[src/rtl/mac2_pkg.sv]
package mac2_pkg;
    localparam int OP_W   = 24;
    localparam int ACC_W  = 48;
    localparam int N_ACC  = 4;
    localparam int IDX_W  = $clog2(N_ACC);
    localparam int PROD_W = 2 * OP_W;

    typedef logic [IDX_W-1:0] acc_idx_t;
    typedef logic [ACC_W-1:0] acc_t;
    typedef logic [PROD_W-1:0] prod_t;

    // operation sitting in the first execute stage
    typedef struct packed {
        logic            vld;
        logic [OP_W-1:0] a;
        logic [OP_W-1:0] b;
        acc_idx_t        src;
        acc_idx_t        dst;
    } e_slot_t;

    // operation sitting in the second execute stage
    typedef struct packed {
        logic     vld;
        prod_t    prod;
        acc_t     acc_early;
        acc_idx_t src;
        acc_idx_t dst;
    } x_slot_t;

    function automatic prod_t mac_product(logic [OP_W-1:0] a, logic [OP_W-1:0] b);
        return prod_t'(a) * prod_t'(b);
    endfunction

    function automatic acc_t mac_sum(acc_t acc, prod_t p);
        return acc + acc_t'(p);
    endfunction
endpackage

[src/rtl/mac2_acc_file.sv]
module mac2_acc_file
    import mac2_pkg::*;
(
    input  logic     clk,
    input  logic     rst,
    input  logic     we,
    input  acc_idx_t widx,
    input  acc_t     wdata,
    input  acc_idx_t ridx,
    output acc_t     rdata
);
    acc_t ent [N_ACC];

    for (genvar i = 0; i < N_ACC; i++) begin : g_ent
        always_ff @(posedge clk) begin
            if (rst)
                ent[i] <= '0;
            else if (we && widx == acc_idx_t'(i))
                ent[i] <= wdata;
        end
    end

    assign rdata = ent[ridx];
endmodule

[src/rtl/mac2_hazard.sv]
module mac2_hazard
    import mac2_pkg::*;
#(
    parameter bit LATE_ACC_READ = 1'b1
) (
    input  logic     e_vld,
    input  acc_idx_t e_src,
    input  logic     x_vld,
    input  acc_idx_t x_dst,
    output logic     stall
);
    // only the early read needs the interlock
    assign stall = !LATE_ACC_READ && e_vld && x_vld && (e_src == x_dst);
endmodule

[src/rtl/mac2_pipe.sv]
module mac2_pipe
    import mac2_pkg::*;
#(
    parameter bit LATE_ACC_READ = 1'b1
) (
    input  logic              clk,
    input  logic              rst,
    input  logic              issue_vld,
    input  logic [OP_W-1:0]   op_a,
    input  logic [OP_W-1:0]   op_b,
    input  logic [IDX_W-1:0]  src_acc,
    input  logic [IDX_W-1:0]  dst_acc,
    output logic              stall,
    output logic              wb_vld,
    output logic [IDX_W-1:0]  wb_idx,
    output logic [ACC_W-1:0]  wb_data
);
    e_slot_t  e_q;
    x_slot_t  x_q, x_next;
    acc_t     rd_data, acc_in, sum;
    acc_idx_t rd_idx;

    mac2_hazard #(.LATE_ACC_READ(LATE_ACC_READ)) u_haz (
        .e_vld (e_q.vld),
        .e_src (e_q.src),
        .x_vld (x_q.vld),
        .x_dst (x_q.dst),
        .stall (stall)
    );

    // single read port: E-stage source (early) or E+1-stage source (late)
    assign rd_idx = LATE_ACC_READ ? x_q.src : e_q.src;

    mac2_acc_file u_acc (
        .clk   (clk),
        .rst   (rst),
        .we    (x_q.vld),
        .widx  (x_q.dst),
        .wdata (sum),
        .ridx  (rd_idx),
        .rdata (rd_data)
    );

    // E stage: multiply
    always_comb begin
        x_next.vld       = e_q.vld;
        x_next.prod      = mac_product(e_q.a, e_q.b);
        x_next.acc_early = rd_data;
        x_next.src       = e_q.src;
        x_next.dst       = e_q.dst;
    end

    // E+1 stage: add
    assign acc_in = LATE_ACC_READ ? rd_data : x_q.acc_early;
    assign sum    = mac_sum(acc_in, x_q.prod);

    always_ff @(posedge clk) begin
        if (rst) begin
            e_q <= '0;
            x_q <= '0;
        end else begin
            if (!stall)
                e_q <= '{vld: issue_vld, a: op_a, b: op_b, src: src_acc, dst: dst_acc};
            x_q <= stall ? '0 : x_next;
        end
    end

    assign wb_vld  = x_q.vld;
    assign wb_idx  = x_q.dst;
    assign wb_data = sum;

    p_rst_clear_r1: assert property (@(posedge clk)
        rst |=> (!wb_vld && !e_q.vld && !stall));

    p_stage_advance_r3: assert property (@(posedge clk) disable iff (rst)
        ($past(e_q.vld) && !$past(stall)) |-> wb_vld);

    p_stall_bubble_r4: assert property (@(posedge clk) disable iff (rst)
        stall |=> !wb_vld);

    p_single_bubble_r4: assert property (@(posedge clk) disable iff (rst)
        stall |=> !stall);

    p_indep_no_stall_r6: assert property (@(posedge clk) disable iff (rst)
        (e_q.vld && x_q.vld && e_q.src != x_q.dst) |-> !stall);

    p_hold_e_r7: assert property (@(posedge clk) disable iff (rst)
        stall |=> (e_q.vld && $stable(e_q)));
endmodule

[config.mk]
export PLATFORM = sky130hd
export DESIGN_NAME = mac2_pipe
export DESIGN_NICKNAME = d
export VERILOG_FILES = /design/src/rtl/mac2_pkg.sv /design/src/rtl/mac2_acc_file.sv /design/src/rtl/mac2_hazard.sv /design/src/rtl/mac2_pipe.sv
export SDC_FILE = /design/constraint.sdc
export NUM_CORES = 2
export LEC_CHECK = 0
export BUFFER_PORTS_ARGS = -buffer_cell sky130_fd_sc_hd__clkbuf_2
export CORE_UTILIZATION = 67
export DETAILED_ROUTE_END_ITERATION = 8
export HOLD_SLACK_MARGIN = 0.1
export MAX_ROUTING_LAYER = met4
export PLACE_DENSITY = 0.85
export SLEW_MARGIN = 10
export SYNTH_ARGS = -nofsm -noshare
export SYNTH_HDL_FRONTEND = slang
export SYNTH_SLANG_ARGS = --single-unit
[constraint.sdc]
create_clock -name clk -period 11.9 [get_ports clk]
set_input_delay 1.19 -clock clk [delete_from_list [all_inputs] [get_ports clk]]
set_output_delay 1.19 -clock clk [all_outputs]
set_load 0.05 [all_outputs]
==> summary by stage <==
Worst setup path
In this run the worst path has a maximum fanout of 24. STA classifies the critical path endpoint as a flip-flop. Walking the worst path, the cells encountered are nand2_1 > fa_1 > inv_1 > fa_1 > inv_1 > fa_1 > inv_1 > fa_1 > fa_1 > fa_1 > inv_1 > fa_1 > inv_1 > ha_1 > nand4_1 > nor2_1 > nand4_1 > a311oi_1 > nor3_1 > a211oi_1 > a41oi_1 > xnor2_1 > nor2_1. The maximum single-stage delay on the critical path is 1.16 ns.

The startpoint identified for the worst register-to-register timing path is e_q[45]. The worst-case reg-to-reg path depth is 23. Among cell families on the critical path, the largest total delay comes from adder cells. For the worst setup path, the data required time is ~12 ns. The number of buffer and inverter stages on the critical path is 5. The cell at the slowest stage of the critical path is dfxtp_1. Among the stages of the critical path, the cell type that occurs most often is fa_1. Across all register-to-register paths, the minimum setup slack is 3.79 ns. The data arrival time at the worst-slack endpoint is 8.52 ns. The category of the most critical setup path is flip-flop to flip-flop. The nature of the critical path startpoint is a flip-flop. The end of the worst register-to-register path is x_q[93].

Floorplanning
The die extent in y is 222 um. The horizontal extent of the die is about 220 um. The full die area is a little under 50,000 sq um.

The floorplan has 80 rows. Pin placement for this block handled 107 I/O pins. In this run the standard cell core region covers ~48,000 sq um. The initial core utilization is 68.0%.

Synth
The sequential cell area fraction in the yosys report is 24.2%. The Yosys step of the flow raised 0 warnings. The number of nets in the synthesized netlist is 4,084. The count of flip-flops with a built-in enable after synthesis is about 190. Counting flops with an async set or reset pin after synthesis yields a share of 0%. The mean area per synthesized cell is 9.79 sq um. After synthesis, the netlist uses 75 different library cells. The cell area that synthesis handed to floorplanning was 32,500 sq um. The number of flip-flops and latches in the synthesized netlist is 298.

Synthesis produced 3,325 cells. The predominant post-synthesis flop cell is edfxtp_1.

Worst hold path
The type of the worst min-delay path is flip-flop to flip-flop. Along the worst hold path, the cell count comes to 1. The worst hold path terminates at wb_idx[0]. The worst hold path begins at e_q[0].

Detailed routing
The post-route antenna net violation count is 0. The routed wire length on met3 is 7.59 mm. The highest metal layer with signal wires is met4. The post-detailed-route wirelength per cell is 20.9 um. The sum of routed wire length over all layers is 82.4 mm.

For this run, the detailed router's first-pass iteration total came to 5. Dividing the detail-routed via count by the number of cells gives 5.95. The via count is 23,500. For this block, wires on met1 add up to 31.9 mm. In this run, the number of DRC markers left after iteration 0 of detailed routing was around 2,000. In the routed design, unresolved DRC markers number 0. The met2 wirelength from detailed routing is between 30 and 40 mm.

Clock network
The number of levels the H-tree was split into is 2. TritonCTS built the clock tree. The clock root buffer is clkbuf_16. The count of instances resized after the clock tree is built is 0.

Counting every sink on the clock net gives 298. For this design, the CTS-stage hold fixing added 0 buffers. Buffers inserted during clock tree synthesis total 35. Clock latency on the worst-skew pair, taken at its later pin, is 0.58 ns. The number of buffers inserted by post-CTS setup repair is 0. Clock-pin slew was measured on the worst setup and hold paths at 0.06 ns.

The clock passes through at most 3 buffers.

Global routing
The initial antenna violation count is 1. The total global routing overflow is 0. The all-layer global routing usage is 35.8%. The via count of the first global-routing pass is 25,300. Entering global routing, the biggest net connects 64 pins. The first-pass GRT wire length is 133 mm.

Placed design
The half-perimeter wire length of the detailed placement result is 60.0 mm. The number of buffers inserted by port buffering is 105. At the end of routability-driven placement, the weighted congestion stood at 0.947.

Timing
The worst hold margin is between 0.4 and 0.5 ns. The final-report max-slew violation count is 0. Headroom to the max-slew limit came out at ~15%. The pin slew with the least headroom to its limit is between 1 and 1.5 ns.

The number of setup violations in the final report is 0. The setup skew after layout is 0.0322 ns. The final critical delay including setup and external delays is 8.11 ns. Setup repair after global routing left no endpoint under its margin.

The hold violation total from the final report came to 0. For the final routed database, the setup TNS stands at 0 ns. The upper clock frequency limit is about 0.12 GHz.

Of the available clock period, the critical path in the final layout requires 68.2%.

Pwr
The worst supply voltage drop on vdd is 0.122 mV. Summed over all cells, the static leakage comes to roughly 16 nW. The completed layout was analyzed and its total power is 0.00535 W. The power density over the cells is 155 nW/um^2.

Cells and area
The number of nets in the finished design is ~4,000. Compared with the post-synthesis result, the final layout area differs by 5.99%. The fraction of final layout cells sized beyond drive strength 1 is under 10%.

Run status
The flow ran to the end, and the final reports show no timing, DRC or antenna violations.

Flow run
Across the run, the number of max-cap violations was 0.
## through the flow
stage | cell area, sq um | util, % | setup slack, ns | instances
2_1_floorplan | 32500 | - | 5.12 | 3325
3_5_place_dp | 33300 | 69.6 | 3.99 | 3888
6_report | 34500 | 72.1 | 3.79 | 3951
5_1_grt | 34500 | 72.1 | 3.42 | 3951
3_3_place_gp | 33300 | 69.6 | 4.25 | 3888
4_1_cts | 34500 | 72.1 | 3.95 | 3950
## layer usage
| layer | vias up | GRT usage (%) |
|---|---|---|
| met5 | - | - |
| met4 | 0 | 13.8 |
| met3 | 239 | 6.70 |
| met2 | 1176 | 58.7 |
| met1 | 11700 | 44.2 |
| li1 | 10400 | - |
## area by class of cell
class,count,area [sq um]
Sequential cell,298,7890
Multi-Input combinational cell,2255,21700
Antenna cell,1,2.50
Inverter,596,2240
Timing Repair Buffer,124,671
Tap cell,615,769
Fill cell,3492,13400
Clock buffer,38,918
Clock inverter,24,265
## synth_stat cells, types with 18 or more instances
| cell | number | area [sq um] |
|---|---|---|
| mux4_2 | 48 | 1080 |
| nand2_1 | 356 | 1340 |
| nor2b_1 | 71 | 444 |
| ha_1 | 221 | 2770 |
| nor3_1 | 19 | 95.1 |
| dfxtp_1 | 106 | 2120 |
| o21bai_1 | 18 | 135 |
| fa_1 | 483 | 9670 |
| nand4_1 | 31 | 194 |
| xor2_1 | 36 | 315 |
| a21oi_1 | 92 | 460 |
| clkbuf_1 | 150 | 563 |
| edfxtp_1 | 192 | 5770 |
| inv_1 | 595 | 2230 |
| o21ai_0 | 32 | 160 |
| xnor2_1 | 50 | 438 |
| nor2_1 | 269 | 1010 |
| a21o_1 | 59 | 443 |
| and2_1 | 307 | 1920 |
## placed cells by master, fill, tap and decap left out, types with 5 or more instances in the layout
master	netlist	routed
clkinv_2	0	5
a21oi_1	92	92
and3_1	5	5
o21ai_0	32	32
o21ai_1	16	16
and2_1	307	307
a31oi_1	13	13
inv_1	595	595
nor3_1	19	19
a21o_1	59	56
nand4_1	31	31
edfxtp_1	192	192
a211o_1	5	5
xnor2_1	50	50
o211ai_1	8	8
o21bai_1	18	18
inv_6	0	7
clkbuf_2	0	104
clkbuf_16	0	36
xor2_1	36	36
nand2_1	356	356
ha_1	221	221
a41oi_1	5	5
nor2_1	269	269
dfxtp_1	106	104
nand3_1	16	15
buf_4	3	20
o21a_1	12	12
nor2b_1	71	71
nand2b_1	7	7
mux4_2	48	48
o31ai_1	7	7
a211oi_1	10	10
fa_1	483	483
## power breakdown
part	internal, W	switching [W]
Combinational	0.000990	0.00195
Sequential	0.00119	0.000105
Clock	0.000639	0.000467
## cell families (layout without fill, tap and decap cells)
logic type,after synthesis,in the layout,synth area share [%]
AND/OR/NAND/NOR,1099,1099,16.3
buffers and inverters,772,782,9.00
adder cells (fa/ha/maj),704,704,38.2
AO/OA/AOI/OAI,315,315,6.53
flip-flops,298,298,24.2
XOR/XNOR,86,86,2.31
multiplexers,50,50,3.40
other,1,2,0.0115
## worst max path at each step
stage               startpoint  depth (start not counted)  slack, ns  endpoint
floorplan               e_q[7]                         25       5.12   x_q[98]
global placement       e_q[45]                         22       4.25   x_q[93]
detailed placement     e_q[45]                         23       3.99   x_q[93]
CTS                    e_q[45]                         23       3.95   x_q[93]
global route           e_q[45]                         23       3.42   x_q[93]
finish                 e_q[45]                         23       3.79   x_q[93]
## state kept, by name, summed over array words and instances (netlist names), named ones only
| signal | cells |
|---|---|
| u_acc.ent | 192 |
| e_q | 53 |
| x_q | 48 |
| wb_idx | 2 |
| wb_vld | 1 |
Power figures use the tool's default switching activity.
